### config.mk
export PLATFORM = sky130hd
export DESIGN_NAME = vmv_seq
export DESIGN_NICKNAME = d
export VERILOG_FILES = /design/src/rtl/vmv_pkg.sv /design/src/rtl/vmv_next_sel.sv /design/src/rtl/vmv_addr_map.sv /design/src/rtl/vmv_seq.sv
export SDC_FILE = /design/constraint.sdc
export NUM_CORES = 1
export LEC_CHECK = 0
export BUFFER_PORTS_ARGS = -buffer_cell sky130_fd_sc_hd__buf_2
export CORE_AREA = 2 2 111 113
export CTS_CLUSTER_SIZE = 12
export DETAILED_ROUTE_END_ITERATION = 6
export DIE_AREA = 0 0 113 115
export PLACE_DENSITY = 0.47
export SLEW_MARGIN = 20
export SYNTH_ARGS = -nofsm -noshare
export SYNTH_HDL_FRONTEND = slang
export SYNTH_SLANG_ARGS = --single-unit
export TNS_END_PERCENT = 1
### constraint.sdc
create_clock -name clk -period 4.1 [get_ports clk]
set_input_delay 0.41 -clock clk [delete_from_list [all_inputs] [get_ports clk]]
set_output_delay 0.41 -clock clk [all_outputs]
set_load 0.01 [all_outputs]
### src/rtl/vmv_pkg.sv
package vmv_pkg;
  typedef enum logic {
    ST_IDLE = 1'b0,
    ST_RUN  = 1'b1
  } vmv_state_e;
endpackage

### src/rtl/vmv_next_sel.sv
module vmv_next_sel #(
  parameter int MAXVL = 8,
  parameter int IDX_W = 4
) (
  input  logic [MAXVL-1:0] mask,
  input  logic [IDX_W-1:0] from,
  input  logic [IDX_W-1:0] limit,
  input  logic             skip_en,
  output logic             found,
  output logic [IDX_W-1:0] idx
);
  logic [MAXVL-1:0] hit;

  genvar k;
  generate
    for (k = 0; k < MAXVL; k++) begin : g_hit
      assign hit[k] = mask[k] && (IDX_W'(k) >= from) && (IDX_W'(k) < limit);
    end
  endgenerate

  always_comb begin
    if (!skip_en) begin
      found = (from < limit);
      idx   = from;
    end else begin
      found = |hit;
      idx   = '0;
      for (int n = MAXVL - 1; n >= 0; n--) begin
        if (hit[n]) idx = IDX_W'(n);
      end
    end
  end
endmodule

### src/rtl/vmv_addr_map.sv
module vmv_addr_map #(
  parameter int REG_W = 5,
  parameter int IDX_W = 4
) (
  input  logic [REG_W-1:0] reg_num,
  input  logic [REG_W-1:0] base,
  input  logic             is_vec,
  input  logic [IDX_W-1:0] idx,
  output logic [REG_W-1:0] addr
);
  logic [REG_W-1:0] idx_r;
  assign idx_r = REG_W'(idx);
  assign addr  = is_vec ? (base + idx_r) : reg_num;
endmodule

### src/rtl/vmv_seq.sv
module vmv_seq
  import vmv_pkg::*;
#(
  parameter  int NREG  = 32,
  parameter  int MAXVL = 8,
  localparam int REG_W = $clog2(NREG),
  localparam int IDX_W = $clog2(MAXVL + 1)
) (
  input  logic             clk,
  input  logic             rst,
  input  logic             start,
  input  logic [REG_W-1:0] src_reg,
  input  logic [REG_W-1:0] dst_reg,
  input  logic             src_vec,
  input  logic             dst_vec,
  input  logic [REG_W-1:0] src_base,
  input  logic [REG_W-1:0] dst_base,
  input  logic [MAXVL-1:0] src_pmask,
  input  logic [MAXVL-1:0] dst_pmask,
  input  logic [IDX_W-1:0] vlen,
  output logic             busy,
  output logic             mv_valid,
  output logic [REG_W-1:0] rd_addr,
  output logic [REG_W-1:0] wr_addr,
  output logic             wr_en,
  output logic             done
);
  localparam logic [IDX_W-1:0] VL_MAX = IDX_W'(MAXVL);

  vmv_state_e       state_q;
  logic [REG_W-1:0] sreg_q, dreg_q, sbase_q, dbase_q;
  logic             svec_q, dvec_q, exh_q;
  logic [MAXVL-1:0] smask_q, dmask_q;
  logic [IDX_W-1:0] vl_q, i_q, j_q;

  logic             s_found, d_found, go;
  logic [IDX_W-1:0] s_idx, d_idx;
  logic [REG_W-1:0] s_addr, d_addr;

  vmv_next_sel #(.MAXVL(MAXVL), .IDX_W(IDX_W)) u_src_sel (
    .mask(smask_q), .from(i_q), .limit(vl_q), .skip_en(svec_q),
    .found(s_found), .idx(s_idx)
  );

  vmv_next_sel #(.MAXVL(MAXVL), .IDX_W(IDX_W)) u_dst_sel (
    .mask(dmask_q), .from(j_q), .limit(vl_q), .skip_en(dvec_q),
    .found(d_found), .idx(d_idx)
  );

  vmv_addr_map #(.REG_W(REG_W), .IDX_W(IDX_W)) u_src_map (
    .reg_num(sreg_q), .base(sbase_q), .is_vec(svec_q), .idx(s_idx),
    .addr(s_addr)
  );

  vmv_addr_map #(.REG_W(REG_W), .IDX_W(IDX_W)) u_dst_map (
    .reg_num(dreg_q), .base(dbase_q), .is_vec(dvec_q), .idx(d_idx),
    .addr(d_addr)
  );

  assign go   = (state_q == ST_RUN) && !exh_q && s_found && d_found;
  assign busy = (state_q == ST_RUN);

  always_ff @(posedge clk) begin
    if (rst) begin
      state_q  <= ST_IDLE;
      sreg_q   <= '0;
      dreg_q   <= '0;
      sbase_q  <= '0;
      dbase_q  <= '0;
      svec_q   <= 1'b0;
      dvec_q   <= 1'b0;
      smask_q  <= '0;
      dmask_q  <= '0;
      vl_q     <= '0;
      i_q      <= '0;
      j_q      <= '0;
      exh_q    <= 1'b0;
      mv_valid <= 1'b0;
      wr_en    <= 1'b0;
      rd_addr  <= '0;
      wr_addr  <= '0;
      done     <= 1'b0;
    end else begin
      mv_valid <= 1'b0;
      wr_en    <= 1'b0;
      done     <= 1'b0;
      if (state_q == ST_IDLE) begin
        if (start) begin
          state_q <= ST_RUN;
          sreg_q  <= src_reg;
          dreg_q  <= dst_reg;
          sbase_q <= src_base;
          dbase_q <= dst_base;
          svec_q  <= src_vec;
          dvec_q  <= dst_vec;
          smask_q <= src_pmask;
          dmask_q <= dst_pmask;
          vl_q    <= (vlen > VL_MAX) ? VL_MAX : vlen;
          i_q     <= '0;
          j_q     <= '0;
          exh_q   <= 1'b0;
        end
      end else if (go) begin
        mv_valid <= 1'b1;
        rd_addr  <= s_addr;
        wr_addr  <= d_addr;
        wr_en    <= (d_addr != '0);
        if (svec_q) i_q <= s_idx + 1'b1;
        if (dvec_q) j_q <= d_idx + 1'b1;
        if (!svec_q && !dvec_q) exh_q <= 1'b1;
      end else begin
        state_q <= ST_IDLE;
        done    <= 1'b1;
      end
    end
  end
endmodule

======== Yosys cells after proc, flatten, opt, wreduce, memory -nomap -nowiden ========
Index checks and enable logic that the tools add are counted.
storage, ports and cells
  word-level logic and storage cells ...... 143
  bits in registers ....................... 65
  bits of input ports ..................... 45
operators by class
  mux-type cells .......................... 38
  add/subtract/negate cells ............... 4
  equal/unequal tests ..................... 4
  $lt $le $gt $ge ......................... 27
  bitwise operators ....................... 2
  reduce and logical (&&, ||, !) cells .... 50
operators by type and width
  kind                   count
  $mux W3                16
  $mux W4                10
  $logic_and A1 B1 Y1    36
  $ge A3 B4 Y1 const A   8
  $ge A1 B4 Y1 const A   4
  $ge A2 B4 Y1 const A   4
  $lt A3 B4 Y1 const A   4
  $reduce_or A8 Y1       2
  $add A5 B4 Y5          2
  $mux W1                10
  $mux W5                2
  $reduce_and A3 Y1      3
  $add A4 B1 Y4 const B  2
  $lt A1 B4 Y1 const A   2
  $lt A2 B4 Y1 const A   2
  $lt A4 B4 Y1           2
  $ne A2 B1 Y1 const B   4
  $reduce_bool A5 Y1     1
  $gt A4 B4 Y1 const B   1
  $reduce_and A2 Y1      2
  $logic_not A1 Y1       3
  $reduce_or A3 Y1       1
  $not A1 Y1             2
  $reduce_bool A2 Y1     1
  $reduce_or A2 Y1       1

======== Longest topological paths before layout ========
  depth in word-level cells ............... 16
  depth in mapped cells ................... 15

======== Cells and area by module ========
A second synthesis with hierarchy kept.
second synthesis, totals
  cells, all modules ...................... 461
  area, all modules ....................... 3757.4 um^2
by module, submodules not included
  module        times used  area an instance (um^2)  sequential area each (um^2)  cells an instance
  vmv_seq       1           2481.1                   1301.2                       289
  vmv_next_sel  2           387.9                    0.0                          54
  vmv_addr_map  2           250.2                    0.0                          32

======== Least setup slack after synthesis ========
No wires, ideal clock.
  path kind ............................... reg2reg
  start point ............................. reg vl_q[2]
  end point ............................... reg wr_en
  required time ........................... 3.975 ns
  arrival ................................. 2.838 ns
  cell stages (with the launch flop) ...... 13
  path slack .............................. 1.137 ns
  setup time .............................. 0.125 ns
  cells stage by stage .................... dfxtp_1 -> buf_2 -> a211o_1 -> a32oi_2 -> nor2_1 -> o221ai_1 -> o21ai_0 -> fa_1 -> a21o_1 -> a21oi_1 -> xnor2_1 -> mux2_2 -> o41a_1
on the way
  longest elaborated chain between the ends .. 14
  elaborated cells on any way between the ends .. 46
RTL lines
  item                    line                RTL
  from (decl)             vmv_seq.sv:34       logic [IDX_W-1:0] vl_q, i_q, j_q;
  from (signal assigned)  vmv_seq.sv:98       vl_q <= (vlen > VL_MAX) ? VL_MAX : vlen;
  $lt A3 B4 Y1            vmv_next_sel.sv:17  assign hit[k] = mask[k] && (IDX_W'(k) >= from) && (IDX_W'(k) < limit);
  $logic_and A1 B1 Y1     vmv_next_sel.sv:17
  $mux W3 (8 in a row)    vmv_next_sel.sv:29  if (hit[n]) idx = IDX_W'(n);
  $mux W4                 vmv_next_sel.sv:22  if (!skip_en) begin
  $add A5 B4 Y5           vmv_addr_map.sv:13  assign addr = is_vec ? (base + idx_r) : reg_num;
  $mux W5                 vmv_addr_map.sv:13
  $reduce_bool A5 Y1      vmv_seq.sv:107      wr_en <= (d_addr != '0);
  to (signal assigned)    vmv_seq.sv:107
  to (decl)               vmv_seq.sv:25       output logic wr_en,
Several ways; a longest one is shown, not always the timed one.
A chain may end at the register's enable or synchronous reset.

======== Final worst setup path ========
  start point ............................. reg vl_q[3]
  end point ............................... reg wr_en
Same word-level chain as after synthesis.

==> results.cfg <==
[run_status]
outcome = finished, violations left
violations = design-rule violations

[global_routing]
gr-total-overflow = 0
grt_usage = 0.154
grt_max_degree = 48
grt_pass1_vias = 3209
grt_pass1_wl_um = 15900
antenna_found_initial = 0

[sta]
tightest_slew_ps = 900
max_freq_mhz = 294
finalSetupViolCount = 0
slew_viol_final = 0
rsz0062_at_grt = false
setup_tns_ps = 0
hold_viol_final = 0
skew_ps = 7.99
maxSlewHeadroom = 0.399
min_period_ps = 3400
finalCritPeriodShare = 0.829

[route]
drt_drc_violations_left = 3
ant_nets = 0
drt_iter0_markers = 139
wirelength_um = 9290
detail_route.vias_per_cell = 5.02
avgRoutedWirePerCell_um = 14.7
vias = 3174
dr.pass1.iters = 7

[critical_path]
rrSetupSlack_ps = 700
path_common_cell = a21oi_1
cp-end-kind = flip-flop
arrival_ps = 3610
worstSetupPathType = flip-flop to flip-flop
required_ps = 4310
critPathMaxFanout = 15
startpoint_type = flip-flop
path_cells = a211o_1 > nand3_1 > a32oi_1 > o22a_1 > a21oi_1 > ha_1 > fa_1 > a21o_1 > a21oi_1 > xnor2_1 > mux2_2 > o41a_1
path_delay_family = compound AO/OA/AOI/OAI gates
critical-path-slowest-cell = dfxtp_1
reg2reg_from = vl_q[3]
r2r_cells = 12
cp_slowest_stage_delay_ps = 620
rr_endpoint = wr_en
timing.critical_path.from = vl_q[3]
crit_buf_inv = 0

[min_path]
hp-class = input port to flip-flop
hold_end = dreg_q[2]
worst_hold_startpoint = dst_reg[2]
hold_depth = 3

[clock_tree]
hold_buffers = 0
clockBufferDepth = 2
cts-buffers-inserted = 9
cts_resized = 0
cts.htree.levels = 3
postCtsSetupBuffers = 0
cts_sinks = 65
clkLatencyLatePin_ps = 330
path_clk_slew_ps = 50
cts_root_buffer = clkbuf_16
tritoncts = done

[final_layout]
final_layout_size_suffix_gt1_frac = 0.181
post-route-cell-area_um2 = 4220
final_net_count = 546
areaGrowthSynthToFinish_pct = 21.0
utilization = 0.357
fin_cells = 632
diodes = 0

[floorplan]
boundaryPins = 59
coreArea_um2 = 11800
die_area_um2 = 13000
die-width_um = 113
chipHeight_um = 115
initial_core_util = 0.295
rows = 40

[pwr]
finalPower_uw = 1690
irDropWorstVdd_mv = 0.203
p_leak_uw = 0.00174
p_per_area_nw_per_um2 = 401

[synthesis]
synth_top_cells_by_area = dfxtp_1, nand2_1, a21oi_1
synth_cell_types = 58
avgSynthCellArea_um2 = 7.98
ys.flop_type = dfxtp_1
yosysTopAreaCellShare = 0.373
syn-cell-area_um2 = 3490
synth-seq-area-share = 0.373
ys.warnings.count = 0
netlist_instances = 437
yosys.area.top_type = dfxtp_1
ys_ff_latch = 65
async_reset_ff_frac = 0
synth_nets = 501
synth_edf_count = 0

[placed_design]
portBuffers = 58
placed_cell_area_um2 = 3880
gp_congestion = 0.812
placedCellCount = 617
dp_hpwl_um = 6430

[run]
max_cap_viol_count = 0
==> cell usage in the layout (no fill, tap or decap), types with 3 or more instances in the layout <==
master	instances
a211o_1	3
a211oi_1	9
a21o_1	9
a21oi_1	58
a32oi_1	4
and3_1	3
buf_2	58
buf_4	4
clkbuf_16	9
dfxtp_1	65
ha_1	17
inv_1	14
mux2i_1	10
nand2_1	95
nand2b_1	3
nand3_1	12
nand3b_1	3
nand4_1	4
nor2_1	27
nor3b_1	4
o2111ai_1	3
o211ai_1	4
o21a_1	3
o21ai_0	4
o21ai_1	4
o221ai_1	3
xnor2_1	7
==> flip-flops by register name, indices dropped and copies added, names as in the netlist, 5 cells and up <==
name,flops
dbase_q,5
smask_q,8
sreg_q,5
sbase_q,5
rd_addr,5
dreg_q,5
dmask_q,8
wr_addr,5
==> where the power goes <==
group	total (uW)	internal, uW	switching [uW]
Clock	817	557	261
Combinational	185	78.4	107
Sequential	691	661	30.1
==> metrics by stage <==
stage | hold WS [ps] | worst slack (ps)
floorplan | 432 | 1140
global placement | 446 | 838
detailed placement | 455 | 732
CTS | 303 | 709
global route | 314 | 410
finish | 315 | 700
==> cells by family after synthesis <==
| family | Yosys count | share of synthesized area |
|---|---|---|
| AND/OR/NAND/NOR | 166 | 0.215 |
| AO/OA/AOI/OAI | 123 | 0.233 |
| flip-flops | 65 | 0.373 |
| buffers and inverters | 44 | 0.0516 |
| adder cells (fa/ha/maj) | 19 | 0.0725 |
| multiplexers | 12 | 0.0352 |
| XOR/XNOR | 8 | 0.0201 |
==> cell type report <==
class,count,area [um2]
clock buffers,11,253
fillers,1292,7590
flip-flops and latches,65,1300
inverters,15,56.3
clock inverters,3,65.1
well taps,147,184
repair buffers,63,340
multi-input cells,328,2020
==> tightest hold or removal path, delay by kind of cell <==
family	cells	cell delay, ps
compound gates	1	50
buf+inv	1	90
simple gates	1	40
==> how the worst max path moves through the flow <==
stage | to | slack (ps) | cells past startpoint
after CTS | wr_en | 710 | 12
after global routing | wr_en | 410 | 12
after detailed placement | wr_en | 730 | 12
final | wr_en | 700 | 12
after global placement | wr_en | 840 | 12
after floorplan | wr_en | 1140 | 12
==> synth_stat cells (4+ instances only) <==
master	instances
buf_1	4
o21ai_0	4
buf_2	6
a211oi_1	9
mux2i_1	10
nand2_1	95
nor3b_1	4
a21o_1	9
a32oi_1	4
nand4_1	4
nand3_1	12
a21oi_1	58
ha_1	17
xnor2_1	7
nor2_1	27
o211ai_1	4
clkbuf_1	18
o21ai_1	4
dfxtp_1	65
inv_1	14
==> layer usage <==
metal  global-route usage  vias to the layer above  routed length (um)  part of all wire
li1                     -                     1631                   -                 -
met1                0.205                     1467                4650              0.50
met2                0.238                       64                4080              0.44
met3               0.0337                       12                 397             0.043
met4               0.0699                        0                 159             0.017
met5                    0                        -                   0                 0
Note: power is estimated with default switching activity, not from simulation.
